$ cat src/rtl/fic_pkg.sv
package fic_pkg;

    typedef enum logic [1:0] {
        ST_IDLE   = 2'd0,
        ST_ACTIVE = 2'd1,
        ST_DRAIN  = 2'd2
    } fic_state_e;

endpackage

$ cat src/rtl/fic_pace_fsm.sv
module fic_pace_fsm
    import fic_pkg::*;
(
    input  logic clk,
    input  logic rst,
    input  logic tick_i,
    input  logic pending_i,
    input  logic rd_i,
    output logic int_n_o,
    output logic rd_done_o
);

    fic_state_e state_q;
    fic_state_e state_d;

    // state register
    always_ff @(posedge clk) begin
        if (rst) begin
            state_q <= ST_IDLE;
        end else begin
            state_q <= state_d;
        end
    end

    // next-state logic
    always_comb begin
        state_d = state_q;
        unique case (state_q)
            ST_IDLE: begin
                if (rd_i) begin
                    state_d = ST_DRAIN;
                end else if (tick_i && pending_i) begin
                    state_d = ST_ACTIVE;
                end
            end
            ST_ACTIVE: begin
                if (rd_i) begin
                    state_d = ST_DRAIN;
                end
            end
            ST_DRAIN: begin
                if (!rd_i) begin
                    state_d = ST_IDLE;
                end
            end
            default: state_d = ST_IDLE;
        endcase
    end

    // outputs
    always_comb begin
        int_n_o   = 1'b1;
        rd_done_o = 1'b0;
        unique case (state_q)
            ST_IDLE:   int_n_o = 1'b1;
            ST_ACTIVE: int_n_o = 1'b0;
            ST_DRAIN:  rd_done_o = !rd_i;
            default:   int_n_o = 1'b1;
        endcase
    end

endmodule

$ cat src/rtl/fic_status_reg.sv
module fic_status_reg #(
    parameter int EVT_W = 8
) (
    input  logic             clk,
    input  logic             rst,
    input  logic [EVT_W-1:0] evt_i,
    input  logic             rd_i,
    input  logic             rd_done_i,
    output logic [EVT_W-1:0] status_o
);

    logic [EVT_W-1:0] held_q;

    for (genvar b = 0; b < EVT_W; b++) begin : g_bit
        always_ff @(posedge clk) begin
            if (rst) begin
                status_o[b] <= 1'b0;
                held_q[b]   <= 1'b0;
            end else if (rd_i) begin
                // read in flight: park new events
                held_q[b]   <= held_q[b] | evt_i[b];
            end else if (rd_done_i) begin
                // read over: clear, then post parked events
                status_o[b] <= held_q[b] | evt_i[b];
                held_q[b]   <= 1'b0;
            end else begin
                status_o[b] <= status_o[b] | evt_i[b];
            end
        end
    end

endmodule

$ cat src/rtl/frame_irq_ctrl.sv
module frame_irq_ctrl #(
    parameter int EVT_W = 8
) (
    input  logic             clk,
    input  logic             rst,
    input  logic [EVT_W-1:0] evt_i,
    input  logic             frame_tick_i,
    input  logic             stat_rd_i,
    output logic             int_n_o,
    output logic [EVT_W-1:0] status_o
);

    logic pending;
    logic rd_done;

    assign pending = |status_o;

    fic_status_reg #(.EVT_W(EVT_W)) u_stat (
        .clk       (clk),
        .rst       (rst),
        .evt_i     (evt_i),
        .rd_i      (stat_rd_i),
        .rd_done_i (rd_done),
        .status_o  (status_o)
    );

    fic_pace_fsm u_fsm (
        .clk       (clk),
        .rst       (rst),
        .tick_i    (frame_tick_i),
        .pending_i (pending),
        .rd_i      (stat_rd_i),
        .int_n_o   (int_n_o),
        .rd_done_o (rd_done)
    );

endmodule

$ cat config.mk
export PLATFORM = sky130hd
export DESIGN_NAME = frame_irq_ctrl
export DESIGN_NICKNAME = d
export VERILOG_FILES = /design/src/rtl/fic_pkg.sv /design/src/rtl/fic_pace_fsm.sv /design/src/rtl/fic_status_reg.sv /design/src/rtl/frame_irq_ctrl.sv
export SDC_FILE = /design/constraint.sdc
export NUM_CORES = 1
export LEC_CHECK = 0
export BUFFER_PORTS_ARGS = -buffer_cell sky130_fd_sc_hd__buf_2
export CORE_MARGIN = 1
export CORE_UTILIZATION = 50
export DETAILED_ROUTE_END_ITERATION = 10
export PLACE_DENSITY = 0.8
export SKIP_CTS_REPAIR_TIMING = 1
export SYNTH_ARGS = -nofsm -noshare
export SYNTH_HDL_FRONTEND = slang
export SYNTH_SLANG_ARGS = --single-unit
$ cat constraint.sdc
create_clock -name clk -period 2 [get_ports clk]
set_clock_uncertainty 0.15 [all_clocks]
set_input_delay 0 -clock clk [delete_from_list [all_inputs] [get_ports clk]]
set_output_delay 0 -clock clk [all_outputs]
set_load 0.1 [all_outputs]
==> flow_metrics.env <==
export IMPL_status="completed"
export IMPL_worst_pin_slew_ps=503
export IMPL_max_stage_delay_ps=560
export IMPL_final_common_cell="nand2_1"
export IMPL_ys_flop_type="dfxtp_1"
export IMPL_synth_distinct_cells=18
export IMPL_globalplace_congestion=0.719
export IMPL_track_usage=0.236
export IMPL_hold_violations=0
export IMPL_antenna_cells=0
export IMPL_setup_violations=0
export IMPL_drc=0
export IMPL_yosysSeqAreaShare=0.528
export IMPL_coreArea_um2=1190
export IMPL_multi_input_area_um2=283
export IMPL_synth_top_family_by_area="simple AND/OR/NAND/NOR gates"
export IMPL_regArea_um2=360
export IMPL_pwr_density_cell_nw_per_um2=814
export IMPL_post_route_period_util=0.785
export IMPL_critPathTopFamily="simple AND/OR/NAND/NOR gates"
export IMPL_syn_num_nets=93
export IMPL_crit_type="primary input to flop"
export IMPL_swShare=0.336
export IMPL_start_util=0.575
export IMPL_wl_per_cell_um=13.4
export IMPL_yosysTopAreaCellShare=0.528
export IMPL_grt_pass1_wl_mm=2.33
export IMPL_fp_dieW_um=38.9
export IMPL_nFillCells=82
export IMPL_place_hpwl_mm=1.04
export IMPL_pwr_share_clk=0.219
export IMPL_grt_antenna_before_repair=0
export IMPL_vias=699
export IMPL_period_needed_ps=1570
export IMPL_synth_area_leaders="dfxtp_1 53%, nand2_1 13%, a31oi_1 7.3%"
export IMPL_cts_sinks=18
export IMPL_rows=12
export IMPL_grt_max_degree=13
export IMPL_path_clk_slew_ps=90
export IMPL_synthArstFlopShare=0
export IMPL_final_cell_mix="24 x nand2_1, 20 x buf_2, 18 x dfxtp_1, 17 x dlygate4sd3_1"
export IMPL_dp_cells=111
export IMPL_io_buffers=20
export IMPL_synth_top_cell_by_area="dfxtp_1"
export IMPL_synth_compound_area_share=0.163
export IMPL_ant_nets=0
export IMPL_r2r_setup_slack_ps=510
export IMPL_syn_area_um2=682
export IMPL_ios=21
export IMPL_overflow=0
export IMPL_syn_to_final_growth_pct=40.9
export IMPL_cts_tree="done"
export IMPL_dieArea_um2=1520
export IMPL_cts_buffers=3
export IMPL_clock_path_buffers=2
export IMPL_final_cell_count_no_fill=131
export IMPL_synth_xor_area_share=0
export IMPL_vias_per_cell=5.34
export IMPL_fmax_mhz=637
export IMPL_setup_tns_final_ps=0
export IMPL_start_kind="primary input"
export IMPL_ir_drop_v=0.000560
export IMPL_yosys_area_share_simple=0.251
export IMPL_critical_path_max_fanout=12
export IMPL_synth_enable_flop_cells=0
export IMPL_dp_slack_ps=556
export IMPL_slew_headroom=0.663
export IMPL_min_delay_path_class="flop to flop"
export IMPL_pwr_share_comb=0.269
export IMPL_crit_chain="dlygate4sd3_1 > buf_2 > or3b_1 > nand2b_2 > nor2_1"
export IMPL_crit_required_ps=2030
export IMPL_ys_ff_latch=18
export IMPL_synthMuxAreaShare=0
export IMPL_internal_power_mw=0.519
export IMPL_grt_setup_unrepaired="no"
export IMPL_finalMaxSlewViolations=0
export IMPL_drive_gt1_frac=0.214
export IMPL_fin_util=0.810
export IMPL_crit_path_top_delay_cell="or3b_1"
export IMPL_htreeDepth=1
export IMPL_worst_path_buf_inv=2
export IMPL_power_frac_seq=0.512
export IMPL_clockRootBuffer="clkbuf_4"
export IMPL_drt_iter0_markers=30
export IMPL_yosysWarnings=0
export IMPL_dr_pass1_iters=4
export IMPL_endpoint_kind="flop"
export IMPL_setup_ws_ps=430
export IMPL_clock_latency_ps=280
export IMPL_nets=131
export IMPL_arrival_ps=1600
export IMPL_grt_pass1_vias=547
export IMPL_die_h_um=38.9
export IMPL_synth_adder_area_share=0
export IMPL_wirelength_mm=1.75
export IMPL_drv_cap=0
export IMPL_netSwitchingPower_mw=0.263
export IMPL_synthCells=81
export IMPL_leakage_nw=0.407
export IMPL_syn_area_per_cell_um2=8.42
-- final timing paths --
path	start	end	cells past startpoint
max	stat_rd_i	u_stat.held_q[4]	5
min	u_stat.held_q[2]	u_stat.status_o[2]	2
max reg2reg	u_fsm.state_q[1]	u_stat.held_q[4]	3
min reg2reg	u_stat.held_q[2]	u_stat.status_o[2]	2
-- stage by stage --
stage | area, µm² | hold WS [ps] | power, mW
floorplan | 682 | -8.36 | 0.548
global placement | 768 | 97.8 | 0.579
detailed placement | 768 | 108 | 0.582
CTS | 791 | -194 | 0.748
global route | 961 | 367 | 0.819
finish | 961 | 331 | 0.783
-- synth_stat cells, types with 2 or more instances --
master   instances
nand2_1         24
a21oi_1          8
buf_6            2
or4_1            2
dfxtp_1         18
nor2_1           8
a31oi_1          8
-- flip-flops by register name, indices dropped and copies added (netlist names) --
signal           count
u_stat.status_o      8
u_stat.held_q        8
u_fsm.state_q        2
-- area by class of cell --
type,instances,share of cell area
Sequential cell,18,0.375
Multi-Input combinational cell,57,0.294
Timing Repair Buffer,37,0.281
Clock buffer,3,0.0234
Tap cell,14,0.0182
Inverter,2,0.00781
-- cells by family (layout without fill, tap and decap cells) --
kind of cell           after synthesis  after routing
AND/OR/NAND/NOR                     38             38
AO/OA/AOI/OAI                       19             19
flip-flops                          18             18
buffers and inverters                6             42
-- worst reg2reg max path, stage by stage (launching register included) --
cell and delay (ps):
dfxtp_1 390, or3b_1 530, nand2b_2 230, nor2_1 80
-- layer usage --
layer	vias up	routed length, µm	track usage
met5	-	0	0
met4	0	44	0.155
met3	8	87	0.0520
met2	30	891	0.358
met1	312	728	0.297
li1	349	-	-
-- power by group through the flow --
| stage | clock network [mW] | logic [mW] | registers (mW) |
|---|---|---|---|
| after global placement | 0 | 0.172 | 0.406 |
| after detailed placement | 0 | 0.175 | 0.407 |
| after global routing | 0.193 | 0.221 | 0.404 |
| after floorplan | 0 | 0.0577 | 0.491 |
| after CTS | 0.173 | 0.175 | 0.399 |
| final | 0.172 | 0.211 | 0.400 |
Note: power is estimated with default switching activity, not from simulation.
